$ cat config.mk
export PLATFORM = sky130hd
export DESIGN_NAME = txev_tally
export DESIGN_NICKNAME = d
export VERILOG_FILES = /design/src/rtl/txev_tally.sv
export SDC_FILE = /design/constraint.sdc
export NUM_CORES = 1
export LEC_CHECK = 0
export BUFFER_PORTS_ARGS = -buffer_cell sky130_fd_sc_hd__buf_2
export CORE_MARGIN = 2
export CORE_UTILIZATION = 40
export CTS_CLUSTER_SIZE = 14
export DETAILED_ROUTE_END_ITERATION = 6
export PLACE_DENSITY_LB_ADDON = 0.12
export SYNTH_ARGS = -nofsm -noshare
export SYNTH_HDL_FRONTEND = slang
export SYNTH_SLANG_ARGS = --single-unit
$ cat constraint.sdc
create_clock -name clk -period 1.3 [get_ports clk]
set_input_delay 0.065 -clock clk [delete_from_list [all_inputs] [get_ports clk]]
set_output_delay 0.065 -clock clk [all_outputs]
set_load 0.005 [all_outputs]
$ cat src/rtl/txev_tally.sv
module txev_tally #(
  parameter int FW        = 4,
  parameter int CW        = 5,
  parameter int MULTI_MAX = 16
) (
  input  logic              clk,
  input  logic              rst_n,
  input  logic              pkt_done,
  input  logic [CW-1:0]     coll_cnt,
  input  logic              deferred,
  input  logic              excess_defer,
  input  logic              rd_stb,
  output logic [4*FW-1:0]   rd_data,
  output logic              irq
);
  localparam int NF = 4;
  localparam logic [FW-1:0] TOP = '1;

  logic [NF-1:0][FW-1:0] cnt;
  logic [NF-1:0]         hit;
  logic [NF-1:0]         sat;

  assign hit[0] = pkt_done && (coll_cnt == CW'(1));
  assign hit[1] = pkt_done && (coll_cnt >= CW'(2)) && (coll_cnt <= CW'(MULTI_MAX));
  assign hit[2] = pkt_done && deferred;
  assign hit[3] = pkt_done && excess_defer;

  for (genvar i = 0; i < NF; i++) begin : g_fld
    always_ff @(posedge clk) begin
      if (!rst_n)
        cnt[i] <= '0;
      else if (rd_stb)
        cnt[i] <= FW'(hit[i]);
      else if (hit[i] && cnt[i] != TOP)
        cnt[i] <= cnt[i] + FW'(1);
    end
    assign sat[i] = (cnt[i] == TOP);
  end

  assign rd_data = cnt;
  assign irq     = |sat;
endmodule


Word level (Yosys, flattened, before mapping)
Cells that the tools add are included.
{"block": "word_totals", "reg_bits": 16, "inputBits": 11, "out_inout_bits": 17, "word_cells": 47}
{"block": "op_classes", "addsub": 4, "order_cmp": 2, "n_eq_ne": 9, "muxes": 8, "n_bitwise": 1, "reduce_logical": 15}
{"cell": "$add A4 B1 Y4 const B", "count": 4}
{"cell": "$eq A4 B4 Y1 const B", "count": 4}
{"cell": "$ne A4 B4 Y1 const B", "count": 4}
{"cell": "$logic_and A1 B1 Y1", "count": 9}
{"cell": "$mux W1", "count": 8}
{"cell": "$reduce_bool A2 Y1", "count": 4}
{"cell": "$eq A5 B1 Y1 const B", "count": 1}
{"cell": "$ge A5 B2 Y1 const B", "count": 1}
{"cell": "$le A5 B5 Y1 const B", "count": 1}
{"cell": "$reduce_or A4 Y1", "count": 1}
{"cell": "$reduce_or A2 Y1", "count": 1}
{"cell": "$not A1 Y1", "count": 1}

Depth between registers and ports, before layout
{"block": "logic_depth", "ltp_word": 6, "depth_mapped": 5, "mapped_depth_nobuf": 5}

Worst setup path before layout
OpenSTA, ideal clock, no wires.
{"block": "synth_path", "path_kind": "register to register", "from": "register cnt, in the netlist rd_data[0]", "to": "register cnt, in the netlist rd_data[3]", "setup_time_ns": 0.071, "t_arrival_ns": 1.297, "required_time_ns": 1.229, "path_slack_ns": -0.067, "path_stages_with_launch": 6, "path_buffers": 0, "synth_period_minus_slack_ns": 1.367, "cell_sequence": "dfxtp_1 > ha_1 > nand3_1 > nand4_1 > or3_1 > a21oi_1"}
{"block": "synth_via", "elab_chain_cells": 2, "word_cells_on_any_way": 3, "classes_between": "1 x add/sub; 1 x eq/ne; 1 x reduce/logical"}
{"element": "start: declaration", "line": "19", "source": "logic [NF-1:0][FW-1:0] cnt;"}
{"element": "start signal: indexed assignment", "line": "33", "source": "cnt[i] <= FW'(hit[i]);"}
{"element": "start signal: indexed assignment", "line": "35", "source": "cnt[i] <= cnt[i] + FW'(1);"}
{"element": "branches (longest 2 deep; another with $add A4 B1 Y4)"}
Parallel ways; which one is timed is not known.
A chain may end at the register's enable or synchronous reset.

Final worst setup path
{"block": "layout_path", "from": "register cnt, in the netlist rd_data[9]", "to": "output irq"}
{"block": "layout_via", "elab_chain_cells": 2}
{"element": "$eq A4 B4 Y1", "line": "37", "source": "assign sat[i] = (cnt[i] == TOP);"}
{"element": "$reduce_or A4 Y1", "line": "41", "source": "assign irq = |sat;"}
{"element": "end: declaration", "line": "14", "source": "output logic irq"}
Every way passes these cells.

==> flow_metrics.py <==
metrics = {
    "clocking": {
        "cts_tree": "built",
        "cts_buffers": 3,
        "clk-insertion-delay-late_ns": 0.28,
        "clock_sinks": 16,
        "clockBufferDepth": 2,
        "htreeDepth": 1,
        "clk_transition_reported_paths_ns": 0.09,
        "cts_root_buf": "clkbuf_4",
    },
    "cells_and_area": {
        "final_cell_count_no_fill": 163,
        "fin_area_um2": 1250,
        "areaGrowthSynthToFinish_pct": 46.6,
        "n_antenna_cell": 0,
        "fin_util": 0.631,
        "multi_input_area_um2": 617,
        "nets": 153,
        "nFillCells": 167,
        "register_area_um2": 327,
        "largest_reg_flops": 16,
        "drive_above_1_share": 0.478,
    },
    "detailed_routing": {
        "firstDrtPassIters": 4,
        "wl_per_cell_um": 12.7,
        "viasPerCell": 5.44,
        "first_iter_violations": 10,
        "vias": 887,
        "ant_nets": 0,
        "wl_um": 2060,
        "drc": 0,
    },
    "critical_path": {
        "cp.arrival_ns": 1.20,
        "cp-end-kind": "output port",
        "cp-start-kind": "flop",
        "rr_worst_depth": 5,
        "crit_path_start": "rd_data[9]",
        "cp_max_fo": 2,
        "crit_required_ns": 1.24,
        "critPathKind": "reg -> out",
        "r2r_start": "rd_data[9]",
    },
    "sta": {
        "worst_pin_slew_ns": 0.523,
        "fin_hold_ws_ns": 0.0569,
        "slew_headroom": 0.651,
        "setup_tns_ns": 0,
        "rsz0062_at_grt": "true",
        "clock.fmax_ghz": 0.788,
        "fin_skew_ns": 0.000387,
        "setup_viol": 0,
        "fin_crit_ns": 1.27,
        "setup_slack_ns": 0.0308,
        "finalCritPeriodShare": 0.976,
        "final-hold-violation-count": 0,
        "slew_viol_final": 0,
    },
    "grt": {
        "grt_start_max_net_pins": 13,
        "grt_first_pass_wirelength_um": 3410,
        "track_usage": 0.175,
        "antenna_found_initial": 0,
        "grt_pass1_vias": 820,
        "grt_overflow_total": 0,
    },
    "place": {
        "hpwl_um": 1470,
        "place_area_um2": 1140,
        "dpl_worst_slack_ns": 0.00832,
        "dp_cells": 160,
        "port_buffers": 27,
        "place_congestion": 0.771,
    },
    "die": {
        "die_w_um": 50.2,
        "boundaryPins": 28,
        "rows": 16,
        "die_area_um2": 2520,
        "dieHeight_um": 50.2,
        "coreArea_um2": 1980,
        "start_util": 0.431,
    },
    "yosys": {
        "seq_area_frac_synth": 0.375,
        "yosysUniqueCellTypes": 33,
        "synth_nets": 109,
        "syn_area_per_cell_um2": 9.08,
        "synthTopCellsByArea": "dfxtp_1 (38%), ha_1 (5.9%), nand3_1 (5.9%)",
        "ys.warnings.count": 0,
        "syn-cell-area_um2": 853,
        "yosys.area.top_type": "dfxtp_1",
        "syn_inst": 94,
        "synth-seq-cells": 16,
        "netlist.area_leader.share": 0.375,
    },
    "power_and_ir_drop": {
        "vdd_drop_max_mv": 0.502,
        "cellPowerDensity_nw_per_um2": 704,
        "power_mw": 0.881,
        "p_leak_nw": 0.537,
    },
    "hold_path": {
        "min_path_type": "in -> reg",
        "holdCritStartpoint": "rst_n",
        "whs_path_depth": 2,
    },
    "flow_run": {
        "cap_violations": 0,
    },
    "outcome": {
        "status": "finished, final reports clean",
    },
}
==> cell families after synthesis <==
kind of cell | after synthesis | synth area share
xor+xnor | 2 | 0.0205
flops | 16 | 0.375
mux | 3 | 0.0411
buf+inv | 4 | 0.0176
fa+ha+maj | 4 | 0.0587
simple gates | 41 | 0.290
compound gates | 24 | 0.196
==> layout by cell type, fill, tap and decap left out, types with 3 or more instances in the layout <==
cell | netlist | routed
nand3_4 | 0 | 3
a31oi_1 | 4 | 4
a21boi_0 | 4 | 3
a211oi_1 | 3 | 3
nand3_1 | 10 | 6
buf_4 | 0 | 13
buf_2 | 0 | 27
nor2_1 | 6 | 6
nand4_1 | 4 | 4
dfxtp_2 | 0 | 5
and3_1 | 4 | 3
a21oi_1 | 5 | 4
dfxtp_1 | 16 | 11
ha_4 | 0 | 3
clkbuf_4 | 0 | 3
==> worst max-delay path, stage by stage (launching register included) <==
cell	delay (ns)
dfxtp_2	0.36
ha_4	0.15
nand3_4	0.08
buf_6	0.13
nand4_1	0.08
buf_2	0.12
==> synthesized netlist by cell type <==
cell type,count
dfxtp_1,16
nand3_1,10
nor2_1,6
a21oi_1,5
a21boi_0,4
a31oi_1,4
and3_1,4
ha_1,4
nand4_1,4
a211oi_1,3
clkbuf_1,2
inv_1,2
mux2i_1,2
nand2_1,2
nand2b_1,2
nand3b_1,2
nor3_1,2
nor3b_1,2
o21ai_0,2
or3_1,2
xor2_1,2
a211o_1,1
a21boi_2,1
a32oi_1,1
a41oi_1,1
and2b_4,1
and3_2,1
and3b_1,1
and4b_1,1
mux2_4,1
nor3_4,1
o211ai_1,1
o21ba_1,1
==> final cells by class <==
cell class / count / area share
repair buffers: 41 / 0.195
well taps: 27 / 0.0270
inverters: 2 / 0.00600
clock buffers: 3 / 0.0180
multi-input cells: 74 / 0.493
flip-flops and latches: 16 / 0.261
==> final timing paths <==
| path | end | slack (ns) |
|---|---|---|
| max | irq | 0.03 |
| min reg2reg | rd_data[13] | 0.57 |
| max reg2reg | rd_data[8] | 0.04 |
| min | rd_data[0] | 0.06 |
==> what timing repair did <==
action	in CTS	in global routing
endpoints found under the setup margin	2	6
resized for setup	8	11
setup buffers	1	0
pin swaps	1	7
hold buffers	0	0
==> report_power, final <==
| group | switching [mW] | total, mW | internal (mW) | leakage (nW) |
|---|---|---|---|---|
| Sequential | 0.00587 | 0.503 | 0.497 | 0.132 |
| Combinational | 0.0572 | 0.115 | 0.0581 | 0.391 |
| Clock | 0.155 | 0.262 | 0.108 | 0.0138 |
| Total | 0.218 | 0.881 | 0.663 | 0.537 |
==> layer usage <==
| metal | up-vias | share of wire | GRT usage | routed length, µm |
|---|---|---|---|---|
| met2 | 28 | 0.47 | 0.298 | 964 |
| met4 | 0 | 0.013 | 0.0556 | 27 |
| met1 | 408 | 0.45 | 0.215 | 938 |
| met3 | 5 | 0.064 | 0.0417 | 131 |
| li1 | 446 | - | - | - |
| met5 | - | 0 | 0 | 0 |
No activity file was read; power rests on OpenSTA's default activity.
